### src/rtl/boot_pkg.sv
package boot_pkg;

    typedef enum logic [2:0] {
        ST_SAMPLE = 3'd0,
        ST_ARMED  = 3'd1,
        ST_LOAD   = 3'd2,
        ST_LAUNCH = 3'd3,
        ST_HALT   = 3'd4
    } boot_state_e;

    localparam int unsigned BYTE_W = 8;

endpackage

### src/rtl/boot_idle_timer.sv
module boot_idle_timer #(
    parameter int unsigned DIV_W     = 16,
    parameter int unsigned IDLE_BITS = 40
) (
    input  logic             clk,
    input  logic             rst_n,
    input  logic             run_i,
    input  logic             clear_i,
    input  logic [DIV_W-1:0] bit_div_i,
    output logic             expire_o
);
    localparam int unsigned BC_W = $clog2(IDLE_BITS + 1);

    logic [DIV_W-1:0] cyc_q;
    logic [BC_W-1:0]  bit_q;
    logic             bit_end;
    logic             last_bit;

    // one bit time has elapsed when the prescaler reaches divisor-1
    assign bit_end  = (cyc_q == (bit_div_i - DIV_W'(1)));
    assign last_bit = (bit_q == BC_W'(IDLE_BITS - 1));
    assign expire_o = run_i && bit_end && last_bit;

    always_ff @(posedge clk or negedge rst_n) begin
        if (!rst_n) begin
            cyc_q <= '0;
            bit_q <= '0;
        end else if (clear_i || !run_i) begin
            cyc_q <= '0;
            bit_q <= '0;
        end else if (bit_end) begin
            cyc_q <= '0;
            bit_q <= bit_q + BC_W'(1);
        end else begin
            cyc_q <= cyc_q + DIV_W'(1);
        end
    end

endmodule

### src/rtl/boot_wr_port.sv
module boot_wr_port
    import boot_pkg::*;
#(
    parameter int unsigned          ADDR_W   = 16,
    parameter logic [ADDR_W-1:0]    WIN_BASE = 16'h0080,
    parameter logic [ADDR_W-1:0]    WIN_LAST = 16'h037F
) (
    input  logic              clk,
    input  logic              rst_n,
    input  logic              accept_i,
    input  logic [BYTE_W-1:0] data_i,
    output logic              last_o,
    output logic              ram_we_o,
    output logic [ADDR_W-1:0] ram_addr_o,
    output logic [BYTE_W-1:0] ram_wdata_o
);
    logic [ADDR_W-1:0] ptr_q;

    // the pointer names the slot the next accepted byte will fill
    assign last_o = (ptr_q == WIN_LAST);

    always_ff @(posedge clk or negedge rst_n) begin
        if (!rst_n) begin
            ptr_q       <= WIN_BASE;
            ram_we_o    <= 1'b0;
            ram_addr_o  <= WIN_BASE;
            ram_wdata_o <= '0;
        end else begin
            ram_we_o <= accept_i;
            if (accept_i) begin
                ram_addr_o  <= ptr_q;
                ram_wdata_o <= data_i;
                ptr_q       <= ptr_q + ADDR_W'(1);
            end
        end
    end

endmodule

### src/rtl/boot_seq_fsm.sv
module boot_seq_fsm
    import boot_pkg::*;
(
    input  logic clk,
    input  logic rst_n,
    input  logic boot_mode_i,
    input  logic rx_valid_i,
    input  logic last_i,
    input  logic expire_i,
    input  logic start_ack_i,
    output logic accept_o,
    output logic timer_run_o,
    output logic start_req_o
);
    boot_state_e state_q;
    boot_state_e state_d;

    always_ff @(posedge clk or negedge rst_n) begin
        if (!rst_n) begin
            state_q <= ST_SAMPLE;
        end else begin
            state_q <= state_d;
        end
    end

    // next-state logic; a received byte outranks the idle timeout
    always_comb begin
        state_d = state_q;
        unique case (state_q)
            ST_SAMPLE: state_d = boot_mode_i ? ST_ARMED : ST_HALT;
            ST_ARMED: begin
                if (rx_valid_i) begin
                    state_d = last_i ? ST_LAUNCH : ST_LOAD;
                end
            end
            ST_LOAD: begin
                if (rx_valid_i) begin
                    if (last_i) begin
                        state_d = ST_LAUNCH;
                    end
                end else if (expire_i) begin
                    state_d = ST_LAUNCH;
                end
            end
            ST_LAUNCH: begin
                if (start_ack_i) begin
                    state_d = ST_HALT;
                end
            end
            ST_HALT:  state_d = ST_HALT;
            default:  state_d = ST_HALT;
        endcase
    end

    // outputs decoded from the current state
    always_comb begin
        accept_o    = 1'b0;
        timer_run_o = 1'b0;
        start_req_o = 1'b0;
        unique case (state_q)
            ST_SAMPLE: ;
            ST_ARMED:  accept_o = rx_valid_i;
            ST_LOAD: begin
                accept_o    = rx_valid_i;
                timer_run_o = 1'b1;
            end
            ST_LAUNCH: start_req_o = 1'b1;
            ST_HALT:   ;
            default:   ;
        endcase
    end

endmodule

### src/rtl/boot_loader.sv
module boot_loader
    import boot_pkg::*;
#(
    parameter int unsigned       ADDR_W        = 16,
    parameter logic [ADDR_W-1:0] WIN_BASE      = 16'h0080,
    parameter int unsigned       WIN_BYTES     = 768,
    parameter int unsigned       DIV_W         = 16,
    parameter int unsigned       BITS_PER_CHAR = 10,
    parameter int unsigned       IDLE_CHARS    = 4
) (
    input  logic              clk,
    input  logic              rst_n,
    input  logic              boot_mode_i,
    input  logic              rx_valid_i,
    input  logic [7:0]        rx_data_i,
    input  logic [DIV_W-1:0]  bit_div_i,
    output logic              ram_we_o,
    output logic [ADDR_W-1:0] ram_addr_o,
    output logic [7:0]        ram_wdata_o,
    output logic              start_req_o,
    output logic [ADDR_W-1:0] start_addr_o,
    input  logic              start_ack_i
);
    localparam logic [ADDR_W-1:0] WIN_LAST  = ADDR_W'(WIN_BASE + WIN_BYTES - 1);
    localparam int unsigned       IDLE_BITS = BITS_PER_CHAR * IDLE_CHARS;

    logic accept;
    logic timer_run;
    logic expire;
    logic last_slot;

    assign start_addr_o = WIN_BASE;

    boot_seq_fsm u_fsm (
        .clk         (clk),
        .rst_n       (rst_n),
        .boot_mode_i (boot_mode_i),
        .rx_valid_i  (rx_valid_i),
        .last_i      (last_slot),
        .expire_i    (expire),
        .start_ack_i (start_ack_i),
        .accept_o    (accept),
        .timer_run_o (timer_run),
        .start_req_o (start_req_o)
    );

    boot_idle_timer #(
        .DIV_W     (DIV_W),
        .IDLE_BITS (IDLE_BITS)
    ) u_timer (
        .clk       (clk),
        .rst_n     (rst_n),
        .run_i     (timer_run),
        .clear_i   (accept),
        .bit_div_i (bit_div_i),
        .expire_o  (expire)
    );

    boot_wr_port #(
        .ADDR_W   (ADDR_W),
        .WIN_BASE (WIN_BASE),
        .WIN_LAST (WIN_LAST)
    ) u_wr (
        .clk         (clk),
        .rst_n       (rst_n),
        .accept_i    (accept),
        .data_i      (rx_data_i),
        .last_o      (last_slot),
        .ram_we_o    (ram_we_o),
        .ram_addr_o  (ram_addr_o),
        .ram_wdata_o (ram_wdata_o)
    );

endmodule

### config.mk
export PLATFORM = sky130hd
export DESIGN_NAME = boot_loader
export DESIGN_NICKNAME = d
export VERILOG_FILES = /design/src/rtl/boot_pkg.sv /design/src/rtl/boot_idle_timer.sv /design/src/rtl/boot_wr_port.sv /design/src/rtl/boot_seq_fsm.sv /design/src/rtl/boot_loader.sv
export SDC_FILE = /design/constraint.sdc
export NUM_CORES = 1
export LEC_CHECK = 0
export BUFFER_PORTS_ARGS = -buffer_cell sky130_fd_sc_hd__buf_2
export CAP_MARGIN = 30
export CORE_MARGIN = 2
export CORE_UTILIZATION = 37
export DETAILED_ROUTE_END_ITERATION = 10
export PLACE_DENSITY = 0.6
export SETUP_SLACK_MARGIN = 0.02
export SYNTH_ARGS = -nofsm -noshare
export SYNTH_HDL_FRONTEND = slang
export SYNTH_SLANG_ARGS = --single-unit
### constraint.sdc
create_clock -name clk -period 3.05 [get_ports clk]
set_input_delay 0.4575 -clock clk [delete_from_list [all_inputs] [get_ports clk]]
set_output_delay 0.4575 -clock clk [all_outputs]
set_load 0.02 [all_outputs]
==> results by stage, run 1 <==
Critical path:
- Data arrives at the worst endpoint at 2.94 ns.
- The highest net fanout along the worst path is 6.
- The library cell contributing the largest single delay on the critical path is or4_1.
- On the worst path, the slowest cell contributes a delay of approximately 0.63 ns.
- By startpoint and endpoint, the worst setup path is classified as primary input to flop.
- The worst register-to-register path begins at u_timer.cyc_q[14]$_DFF_PN0_.
- The signal on the critical path passes through buf_2 > inv_1 > ha_1 > nor3b_1 > nand2_1 > o21a_1 > or4_1 > or4_4 > and3_1.
- The worst register-to-register path has a setup slack of 0.52 ns.
- The worst-case reg-to-reg path depth is 6.
- In this run the critical register-to-register path is captured at u_timer.cyc_q[1]$_DFF_PN0_.
- The critical path endpoint category is a flop.
- At the worst endpoint, the required time is about 3.3 ns.
- STA classifies the critical path startpoint as a primary input.

Clock tree:
- The number of setup buffers added after CTS is 0.
- Clock-pin slew was measured on the worst setup and hold paths at ~0.07 ns.
- For this design, the sink count on the clock tree is 66.
- The CTS tree is built.
- The hold buffer count at cts is 0.
- Clock latency on the worst-skew pair, taken at its later pin, is 0.33 ns.
- The number of cells upsized or downsized after cts is 0.
- The H-tree was split into 3 levels.
- In this run, CTS created clock tree buffers numbering 9.
- In this run the deepest clock path goes through 2 buffers.
- In this run the clock root is driven by a clkbuf_8.

Routing:
- The count of vias placed by the detailed router is about 2800.
- The number of detailed-route iterations in the first pass is 4.
- The final antenna-violating net count is 0.
- The number of DRC violations after detailed routing is 0.
- For this block, the initial DRC count from the detailed router was 140.
- Wires add up to 7480 µm.
- Dividing the detail-routed wire length by the instance count gives approximately 14 µm.
- The via density per instance is about 5.1.

Logic synthesis:
- For this run, the number of Yosys warnings is 0.
- The synthesized cell area is 0.00374 mm².
- The synthesized netlist contains 54 unique library cells.
- Yosys mapped a number of flops with a built-in enable equal to 0.
- The most used flip-flop cell after synthesis is dfrtp_1.
- For this run, the register share of the synthesized area comes to between 40% and 50%.
- The synthesized flop and latch total is 66.
- dfrtp_1 takes more of the synthesized area than any other cell.
- The proportion of register bits with asynchronous set or reset after synthesis is 100%.
- In this run the mean area of a mapped cell was 10.4 µm².
- After synthesis, the cell types taking the most area are dfrtp_1 (43%), mux2_2 (7.8%), xnor2_1 (6.8%), xor2_1 (4.5%), nor3_1 (3.5%).
- The share of the synthesized area in the top cell type is between 40% and 50%.
- Synthesis produced a netlist whose cell count is about 360.

Power:
- The internal power of the cells totals roughly 1.4 mW.
- The switching power share of the total is between 20% and 30%.
- The worst ir drop on vdd is 0.247 mV.
- Per report_power, the combinational group accounts for 9.2% of the total.
- The switching power is ~460 µW.
- The total power density per cell area is roughly 430 mW/mm².
- The portion of total power attributed to sequential cells is 48.1%.
- The leakage component of the power is approximately 1.9 nW.
- Per report_power, the clock group accounts for a little over two fifths of the total.

Timing:
- Dividing the final minimum period by the clock period gives between 80% and 90%.
- The final hold slack is ~0.086 ns.
- The count of pins over their slew limit is 0.
- Setup violations remaining at the end of the flow were counted as 0.
- In this run the tightest slew margin relative to its limit is between 50% and 60%.
- Between clock sinks in the finished design, the worst skew comes to between 0.006 and 0.007 ns.
- For the pin with the worst max-slew slack, the measured transition is 0.619 ns.
- Setup repair after global routing left no endpoint under its margin.
- The highest clock frequency the design can meet is between 300 and 400 MHz.
- The sum of negative setup slack is 0 ns.
- The count of endpoints failing hold in the final timing report came to 0.
- The minimum clock period after layout is approximately 2.7 ns.

Placed design:
- The routability-driven placement congestion ratio is between 0.8 and 0.9.
- The estimated wirelength of the detail-placed design is 5540 µm.
- The placed cell area is between 0.004 and 0.005 mm².
- The cell count after placement is between 500 and 600.
- The total of buffers placed on input and output ports is between 50 and 60.

Floorplanning:
- The area of the die is around 0.011 mm².
- Once the floorplan was initialized, standard cells occupied a little under two fifths of the core.
- The placeable core area is 0.00977 mm².
- The die width is between 100 and 150 µm.
- After floorplanning, the core was divided into 36 placement rows.
- The height of the die is 105 µm.
- The number of primary I/O pins is 71.

Global routing:
- Entering global routing, the biggest net connects 44 pins.
- The global-route wire length before repair is ~13000 µm.
- After global routing the overflow that remains totals 0.
- The initial antenna violation count is 0.
- The number of global-route vias before repair came to approximately 2800.
- In the global route stage, overall resource usage came out at between 10% and 20%.

Final layout:
- The fraction of layout cells with a size suffix above 1 is around 28%.
- The antenna diode count is 0.
- Compared with the post-synthesis result, the final layout area differs by 16.6%.
- The final instance count without filler cells is between 500 and 600.
- The finished cells cover 0.00436 mm².
- The filler cells instantiated in the layout total ~980.
- The total number of nets in the final design is about 450.

Job:
- The number of maximum-capacitance violations is 0.

Status:
- The flow ran to the end, and the final reports show no timing, DRC or antenna violations.

Worst hold path:
- The path class of the tightest hold or removal check is primary input to async pin.
==> registers in the layout (all words and copies together) (netlist names) <==
register,cells
u_timer.cyc_q,16
u_wr.ptr_q,16
u_wr.ram_addr_o,16
u_wr.ram_wdata_o,8
u_timer.bit_q,6
u_fsm.state_q,3
u_wr.ram_we_o,1
==> cells by family (layout without fill, tap and decap cells) <==
kind of cell,count (synthesis),count (layout),synth area share [%]
and+or+nand+nor,140,140,22.2
DFF,66,66,44.2
xor gates and xnor gates,48,48,11.2
buffers and inverters,39,88,5.89
muxes,32,32,9.44
AOI/OAI and AO/OA,27,27,5.42
adders and majority gates,4,4,1.34
other,2,16,0.201
==> power by group through the flow <==
stage / Clock (mW) / Combinational, mW / Sequential [mW]
floorplan: 0 / 0.0942 / 0.939
global placement: 0 / 0.168 / 0.921
detailed placement: 0 / 0.170 / 0.922
CTS: 0.825 / 0.171 / 0.904
global route: 0.864 / 0.191 / 0.907
finish: 0.802 / 0.174 / 0.904
==> final cells by class <==
type / count / area [µm²] / area share [%]
flip-flops and latches: 66 / 1650 / 37.9
inverters: 10 / 37.5 / 0.861
clock inverters: 7 / 93.8 / 2.15
well taps: 133 / 166 / 3.82
clock buffers: 9 / 124 / 2.84
multi-input cells: 267 / 1920 / 44.1
repair buffers: 62 / 363 / 8.32
==> metal layers <==
metal | part of all wire (%) | vias to the layer above | track usage [%]
met5 | 0 | - | 0
met4 | 1.8 | 0 | 6.56
met3 | 4.5 | 15 | 2.88
met2 | 46 | 77 | 23.4
met1 | 48 | 1383 | 18.4
li1 | - | 1371 | -
==> cell usage in the layout, fill, tap and decap left out, types with 6 or more instances in the layout <==
cell type / netlist / final
mux2_2: 26 / 26
mux2i_1: 6 / 6
nand4_1: 8 / 8
nand3_1: 14 / 14
o21ai_0: 6 / 6
buf_2: 2 / 54
inv_1: 10 / 10
buf_4: 17 / 6
conb_1: 2 / 16
xor2_1: 19 / 19
nand2_1: 24 / 24
nand2b_1: 9 / 9
and3_1: 9 / 9
nor2_1: 11 / 11
nor3_1: 26 / 26
clkbuf_8: 0 / 9
dfrtp_1: 64 / 64
xnor2_1: 29 / 29
nor4_1: 7 / 7
==> metrics by stage <==
stage               util, %  worst slack [ns]  power (mW)
floorplan                 -             0.345        1.03
global placement       42.1             0.125        1.09
detailed placement     42.1          -0.00207        1.09
CTS                    44.3             0.355        1.90
global route           44.6             0.136        1.96
finish                 44.6             0.327        1.88
==> worst max-delay path: cells and delay by family <==
| kind | cells | cell delay [ns] |
|---|---|---|
| AOI/OAI and AO/OA | 1 | 0.21 |
| adders and majority gates | 1 | 0.15 |
| buffers and inverters | 2 | 0.20 |
| and+or+nand+nor | 5 | 1.92 |
==> how the worst max path moves through the flow <==
stage                      start                         end  cells past startpoint
floorplan           bit_div_i[8]  u_timer.cyc_q[1]$_DFF_PN0_                      7
global placement    bit_div_i[0]  u_timer.cyc_q[1]$_DFF_PN0_                      9
detailed placement  bit_div_i[0]  u_timer.cyc_q[1]$_DFF_PN0_                      9
CTS                 bit_div_i[0]  u_timer.cyc_q[1]$_DFF_PN0_                      9
global route        bit_div_i[0]  u_timer.cyc_q[1]$_DFF_PN0_                      9
finish              bit_div_i[0]  u_timer.cyc_q[1]$_DFF_PN0_                      9
==> synthesized netlist by cell type (7+ instances only) <==
cell type / n
clkbuf_1: 9
and3_1: 9
inv_1: 10
nand2_1: 24
nor3_1: 26
xnor2_1: 29
buf_4: 17
nor4_1: 7
mux2_2: 26
dfrtp_1: 64
nand3_1: 14
nand4_1: 8
xor2_1: 19
nand2b_1: 9
nor2_1: 11
(Power assumes the default switching activity.)
==> run 2, diff against run 1 <==
--- a/config.mk
+++ b/config.mk
@@ -11,6 +11,7 @@
 export CORE_UTILIZATION = 37
 export DETAILED_ROUTE_END_ITERATION = 10
 export PLACE_DENSITY = 0.6
+export REMOVE_ABC_BUFFERS = 1
 export SETUP_SLACK_MARGIN = 0.02
 export SYNTH_ARGS = -nofsm -noshare
 export SYNTH_HDL_FRONTEND = slang
==> run 2 against run 1 <==
Compared with the run above:
- global-route usage is 0.41 points lower
- largest power group unchanged
- final area shrank 1.0%
- clock skew rose by 0.0029 ns
- combinational power down 3%
- clock power shrank 11%
- critical path type unchanged
- via count down 2.6%
- worst hold slack improved by 0.051 ns
- largest cell class unchanged
==> results by stage, run 2 (same netlist as run 1, synthesis figures left out) <==
Status:
- The run finished with clean final reports.

Floorplanning:
- The floorplan step defined a die boundary enclosing 0.0109 mm².
- Once the floorplan was initialized, standard cells occupied approximately two fifths of the core.
- Pin placement for this block handled 71 I/O pins.
- The die is ~100 µm wide.
- The placeable core area is between 0.009 and 0.01 mm².
- The die is 105 µm tall.
- The floorplan has 36 rows.

Power:
- The leakage component of the power is around 1.9 nW.
- The total power density per cell area is 414 mW/mm².
- The share of total power in the clock network is between 30 and 40%.
- The worst ir drop on vdd is 0.208 mV.
- In this run switching power makes up 25.5% of total power.
- Combinational logic is responsible for under 10% of the overall power.
- Of the total power, registers draw 50.7%.
- The switching power is around 450 µW.
- Internal power comes to between 1 and 1.5 mW.

Timing:
- The worst relative slew slack is between 50% and 60%.
- Setup repair after global routing left no endpoint under its margin.
- The count of pins over their slew limit is 0.
- On the final layout, the worst clock skew is between 0.009 and 0.01 ns.
- Based on the critical path, the design can be clocked at up to roughly 380 MHz.
- The minimum clock period after layout is between 2 and 3 ns.
- The final hold slack is 0.137 ns.
- The number of setup violations in the final report is 0.
- The count of endpoints failing hold in the final timing report is 0.
- Of the available clock period, the critical path in the final layout requires 86.4%.
- At the pin with the least slew margin, the transition time is 0.645 ns.
- Across all setup checks in the final design, the least slack found is between 0.4 and 0.5 ns.

Critical path:
- Measured in cells, the most critical reg-to-reg path has a length of 7.
- The type of element launching the critical path is a primary input.
- The worst setup path is of the primary input to flop kind.
- The critical path endpoint category is a flop.
- The endpoint of the lowest-slack register-to-register path is u_timer.cyc_q[7]$_DFF_PN0_.
- At the worst endpoint, the arrival time is about 2.9 ns.
- The startpoint of the worst register-to-register path is u_timer.cyc_q[2]$_DFF_PN0_.
- The launch point of the worst path is bit_div_i[1].
- Data on the critical path is required at its endpoint by 3.27 ns.
- The highest net fanout along the worst path is 6.
- The internal reg-to-reg setup slack is about 0.63 ns.

Global routing:
- The total global routing track utilization is ~14%.
- The met3 routing resource usage after global routing is roughly 3.8%.
- The initial antenna violation count was 0.
- Entering global routing, the biggest net connects 31 pins.
- The total grt overflow is 0.
- The global-route wire length before repair is between 10000 and 15000 µm.
- After global routing, the most crowded layer is met2.
- In the global route stage, met1 resource usage came out at around 18%.
- The met2 usage is between 20% and 30%.
- The number of global-route vias before repair is ~2700.

Placed design:
- The estimated wirelength of the detail-placed design is between 5000 and 6000 µm.
- Routability-driven placement finished with a final weighted congestion of around 0.83.
- Port buffering added between 50 and 60 buffers.
- The worst slack after detailed placement is just under 0.08 ns.
- After detailed placement, the total cell area comes to a little over 0.004 mm².

Routing:
- Wires add up to 7470 µm.
- After detailed routing, the number of vias per cell comes to about 5.
- Dividing the detail-routed wire length by the instance count gives between 10 and 15 µm.
- In the routed design, unresolved DRC markers number 0.
- The count of nets left with antenna violations once routing finished came out at 0.
- The first detailed-routing pass took 4 iterations.
- The count of vias placed by the detailed router is 2773.
- The violation count after the first detailed-route iteration is between 90 and 100.

Clock tree:
- The sink count of the clock tree is between 60 and 70.
- TritonCTS built the clock tree.
- The root buffer cell chosen for the clock tree is clkbuf_8.
- Clock-pin slew was measured on the worst setup and hold paths at 0.08 ns.
- For this design, the CTS-stage hold fixing added 0 buffers.
- The number of CTS-inserted buffers is 9.
- The largest buffer count on any clock path is 2.
- In this run the post-CTS setup repair buffer count came out at 0.
- The clock latency on the worst-skew pair is ~0.33 ns.
- Post-CTS repair changed the size of 0 cells.
- In this run the number of H-tree levels came out at 3.

Final layout:
- The area growth from synthesis to layout is 15.5%.
- 0 antenna diodes ended up in the layout.
- The total number of nets in the final design is 449.
- The filler cells instantiated in the layout total between 900 and 1000.
- Summing all non-filler instances in the final layout gives an area of ~0.0043 mm².
- The fraction of layout cells with a size suffix above 1 is roughly 28%.
- In the layout the commonest cells are dfrtp_1 (64), buf_2 (54), xnor2_1 (29).
- The most common cell after layout, fill and taps aside is dfrtp_1.
- In the final layout, the registers with the most flip-flops are u_timer.cyc_q x16, u_wr.ptr_q x16, u_wr.ram_addr_o x16.

Worst hold path:
- The path class of the tightest hold or removal check is primary input to async pin.

Job:
- The number of maximum-capacitance violations is 0.
run 2: cell types whose count changed in the layout (fill, tap and decap cells not counted):
cell | previous run | this run
clkinv_4 | 1 | 2
clkinv_2 | 2 | 3
clkinvlp_4 | 2 | 1
buf_16 | 1 | 0
buf_4 | 6 | 7
bufinv_16 | 2 | 1
run 2: worst max-delay path, cell delays in order:
cell	delay [ns]
buf_2	0.13
inv_1	0.06
ha_1	0.15
nor3b_1	0.37
nand2_1	0.15
o21a_1	0.21
or4_1	0.62
or4_4	0.53
and3_1	0.19
run 2: how the worst max path moves through the flow:
stage                                        endpoint  slack, ns  depth (start not counted)
final                      u_timer.cyc_q[1]$_DFF_PN0_       0.42                          9
after global routing       u_timer.cyc_q[1]$_DFF_PN0_       0.20                          9
after CTS                  u_timer.cyc_q[1]$_DFF_PN0_       0.43                          9
after detailed placement   u_timer.cyc_q[1]$_DFF_PN0_       0.08                          9
after global placement    u_timer.cyc_q[10]$_DFF_PN0_       0.08                          9
after floorplan            u_wr.ptr_q[15]$_DFFE_PN0P_      -0.95                          6
run 2: routing by layer:
metal / routed length (µm) / vias to the layer above
met1: 3510 / 1332
met3: 368 / 7
met5: 0 / -
met2: 3520 / 57
li1: - / 1377
met4: 72 / 0
run 2: area by class of cell:
| cell class | count | area, µm² | area share (%) |
|---|---|---|---|
| Inverter | 10 | 37.5 | 0.870 |
| Sequential cell | 66 | 1650 | 38.3 |
| Tap cell | 133 | 166 | 3.86 |
| Clock inverter | 7 | 70.1 | 1.62 |
| Multi-Input combinational cell | 267 | 1920 | 44.5 |
| Clock buffer | 9 | 124 | 2.87 |
| Timing Repair Buffer | 62 | 343 | 7.94 |
run 2: power by group through the flow:
stage                     Combinational (mW)  Sequential [mW]  Clock (mW)
final                                  0.169            0.905       0.711
after global routing                   0.187            0.908       0.772
after CTS                              0.171            0.905       0.737
after detailed placement               0.170            0.922           0
after global placement                 0.168            0.921           0
after floorplan                       0.0741            0.939           0
run 2: through the flow:
stage / total power, mW / TNS (ns) / util (%) / std cells
finish: 1.79 / 0 / 44.2 / 554
global route: 1.87 / 0 / 44.2 / 554
CTS: 1.81 / 0 / 44.2 / 554
detailed placement: 1.09 / 0 / 42.2 / 538
global placement: 1.09 / 0 / 42.2 / 538
floorplan: 1.01 / -15.23 / - / 343
==> run 3, diff against run 2 <==
--- a/config.mk
+++ b/config.mk
@@ -7,6 +7,7 @@
 export LEC_CHECK = 0
 export BUFFER_PORTS_ARGS = -buffer_cell sky130_fd_sc_hd__buf_2
 export CAP_MARGIN = 30
+export CORE_ASPECT_RATIO = 0.8
 export CORE_MARGIN = 2
 export CORE_UTILIZATION = 37
 export DETAILED_ROUTE_END_ITERATION = 10
==> run 3 against run 2 <==
Compared with the run above:
- die area barely moved
- final area up 2.9%
- largest cell class unchanged
- critical endpoint is now u_timer.bit_q[4]$_DFFE_PN0P_
- register-to-register slack lost 0.15 ns
- count of clock-buffer cells in the layout rose by 1
- final cell count up 0.18%
- utilization is 1.5 points higher
- sequential power about the same
- first-iteration DRC count up 60%
==> results by stage, run 3 (same netlist as run 1, synthesis figures left out) <==
Status:
- The flow ran to the end, and the final reports show no timing, DRC or antenna violations.

Routing:
- The via density per instance is between 4 and 5.
- The final antenna-violating net count is 0.
- The detailed-route wire length is about 7800 µm.
- Before antenna repair, the detailed router went through 4 iterations.
- The detailed router finished its first iteration with about 150 violations.
- After detailed routing, the average wire length per cell comes to 14.0 µm.
- The number of DRC violations after detailed routing is 0.
- The count of vias placed by the detailed router is ~2800.

Placed design:
- At the end of routability-driven placement, the weighted congestion stood at 0.852.
- The total of buffers placed on input and output ports is 54.
- In this run, placement finished with an instance count of 539.
- Detailed placement ended at an HPWL of ~5700 µm.

Timing:
- The final critical path takes up 89.4% of the cycle.
- Static timing analysis puts the maximum clock frequency at around 370 MHz.
- The final hold slack is slightly below 0.3 ns.
- The count of endpoints failing hold in the final timing report is 0.
- The worst clock skew on the final layout is 0.00645 ns.
- For the pin with the worst max-slew slack, the measured transition is around 0.85 ns.
- The minimum clock period after layout is around 2.7 ns.
- The count of pins over their slew limit is 0.
- The worst relative slew slack is between 40 and 50%.
- Setup repair after global routing left no endpoint under its margin.
- Setup violations remaining at the end of the flow were counted as 0.

Critical path:
- The type of element launching the critical path is a primary input.
- Data on the critical path arrives at its endpoint at about 3.0 ns.
- The setup check on the worst reg-to-reg path leaves a slack of ~0.48 ns.
- In this run the critical register-to-register path is captured at u_timer.cyc_q[13]$_DFF_PN0_.
- The critical path data required time is around 3.3 ns.
- The startpoint-to-endpoint class of the critical path is primary input to flop.
- The critical path endpoint category is a flop.
- The worst register-to-register path begins at u_timer.cyc_q[9]$_DFF_PN0_.
- The worst-case reg-to-reg path depth is 7.
- In this run the worst path has a maximum fanout of 6.

Worst hold path:
- The path class of the tightest hold or removal check is primary input to async pin.

Clock tree:
- TritonCTS built the clock tree.
- Buffers inserted to repair hold after CTS numbered 0.
- The number of CTS-inserted buffers is 9.
- The largest buffer count on any clock path is 2.
- The H-tree depth is 3.
- After clock tree synthesis, the clock-pin slew on the worst setup and hold paths is roughly 0.060 ns.
- The CTS root buffer is clkbuf_16.
- The number of cells upsized or downsized after cts is 0.
- The clock latency on the worst-skew pair is between 0.3 and 0.4 ns.
- Post-CTS timing repair inserted 0 buffers for setup.
- Counting every sink on the clock net gives 66.

Floorplanning:
- The number of primary I/O pins is a little over 70.
- The die width is around 120 µm.
- The height of the die is about 94 µm.
- The placeable core area is 0.00973 mm².
- The placement row count is 32.
- The floorplan step defined a die boundary enclosing 0.0109 mm².
- The starting density of the core is 38.4%.

Power:
- The analysis attributes to net switching a power of 500 µW.
- The internal portion of the total power is ~1.7 mW.
- The switching power share of the total is 22.8%.
- The share of total power in the clock network is 51.1%.
- The total power density per cell area is 494 mW/mm².
- Summed over all cells, the static leakage comes to between 1.5 and 2 nW.
- Combinational logic is responsible for around 7.6% of the overall power.
- VDD sags by at most around 0.22 mV.
- The portion of total power attributed to sequential cells is 41.3%.

Final layout:
- The largest registers in the layout are u_timer.cyc_q x16, u_wr.ptr_q x16, u_wr.ram_addr_o x16.
- Leaving out fill and tap cells, the most frequent cell in the layout is dfrtp_1.
- The total number of nets in the final design is 447.
- The area growth from synthesis to layout is 18.8%.
- The final instance count without filler cells is between 500 and 600.
- The number of antenna diodes in the final layout is 0.
- In the layout the commonest cells are dfrtp_1 (64), buf_2 (54), xnor2_1 (29).
- Measured on the finished design, the core utilization comes to between 40 and 50%.
- The fraction of layout cells with a size suffix above 1 is between 20% and 30%.

Global routing:
- The total global routing track utilization is 15.5%.
- Entering global routing, the biggest net connects 67 pins.
- The number of global-route vias before repair came to 2703.
- The global-route wire length before repair is 13300 µm.
- The total grt overflow is 0.
- The initial antenna violation count was 0.

Job:
- The number of maximum-capacitance violations is 0.
## run 3: changes by cell type in the layout (fill, tap and decap cells not counted), sizes merged
cell    delta
bufinv     +1
clkbuf     +1
buf        -2
clkinv     -2
## run 3: metal layers
layer  track usage, %  share of wire [%]
met5                0                  0
met1             22.7                 52
met4             5.65                1.5
met3             3.29                4.1
met2             22.3                 42
## run 3: area by class of cell
type / count / area (µm²)
fillers: 925 / 5290
inverters: 10 / 37.5
multi-input cells: 267 / 1920
well taps: 136 / 170
clock buffers: 10 / 239
repair buffers: 60 / 328
clock inverters: 6 / 90.1
flip-flops and latches: 66 / 1650
## run 3: critical path, stage by stage
cell     delay (ns)
buf_2          0.14
inv_1          0.06
ha_1           0.21
nor3b_1        0.38
nand2_1        0.15
o21a_1         0.22
or4_1          0.56
buf_4          0.18
nor4_1         0.39
mux2i_1        0.22
## run 3: metrics by stage
step                instance area (µm²)  power (mW)  setup slack, ns  setup TNS (ns)
finish                             4440        2.19            0.324               0
floorplan                          3610        1.01           -0.951          -15.23
CTS                                4440        2.22            0.360               0
detailed placement                 4110        1.09           0.0129               0
global route                       4440        2.28            0.129               0
global placement                   4110        1.09           0.0823               0
## run 3: power by group through the flow
stage          Sequential, mW  Combinational (mW)  Clock, mW
2_1_floorplan           0.939              0.0741          0
3_3_place_gp            0.920               0.166          0
3_5_place_dp            0.921               0.169          0
4_1_cts                 0.906               0.169       1.15
5_1_grt                 0.908               0.186       1.19
6_report                0.906               0.168       1.12
## run 3: worst max path at each step
| stage | from | endpoint | slack, ns | cells past startpoint |
|---|---|---|---|---|
| 2_1_floorplan | u_fsm.state_q[1]$_DFFE_PN0P_ | u_wr.ptr_q[15]$_DFFE_PN0P_ | -0.95 | 6 |
| 3_3_place_gp | bit_div_i[0] | u_timer.cyc_q[1]$_DFF_PN0_ | 0.08 | 9 |
| 3_5_place_dp | bit_div_i[0] | u_timer.cyc_q[1]$_DFF_PN0_ | 0.01 | 9 |
| 4_1_cts | bit_div_i[0] | u_timer.cyc_q[1]$_DFF_PN0_ | 0.36 | 9 |
| 5_1_grt | bit_div_i[0] | u_timer.bit_q[5]$_DFFE_PN0P_ | 0.13 | 10 |
| 6_report | bit_div_i[0] | u_timer.bit_q[4]$_DFFE_PN0P_ | 0.32 | 10 |
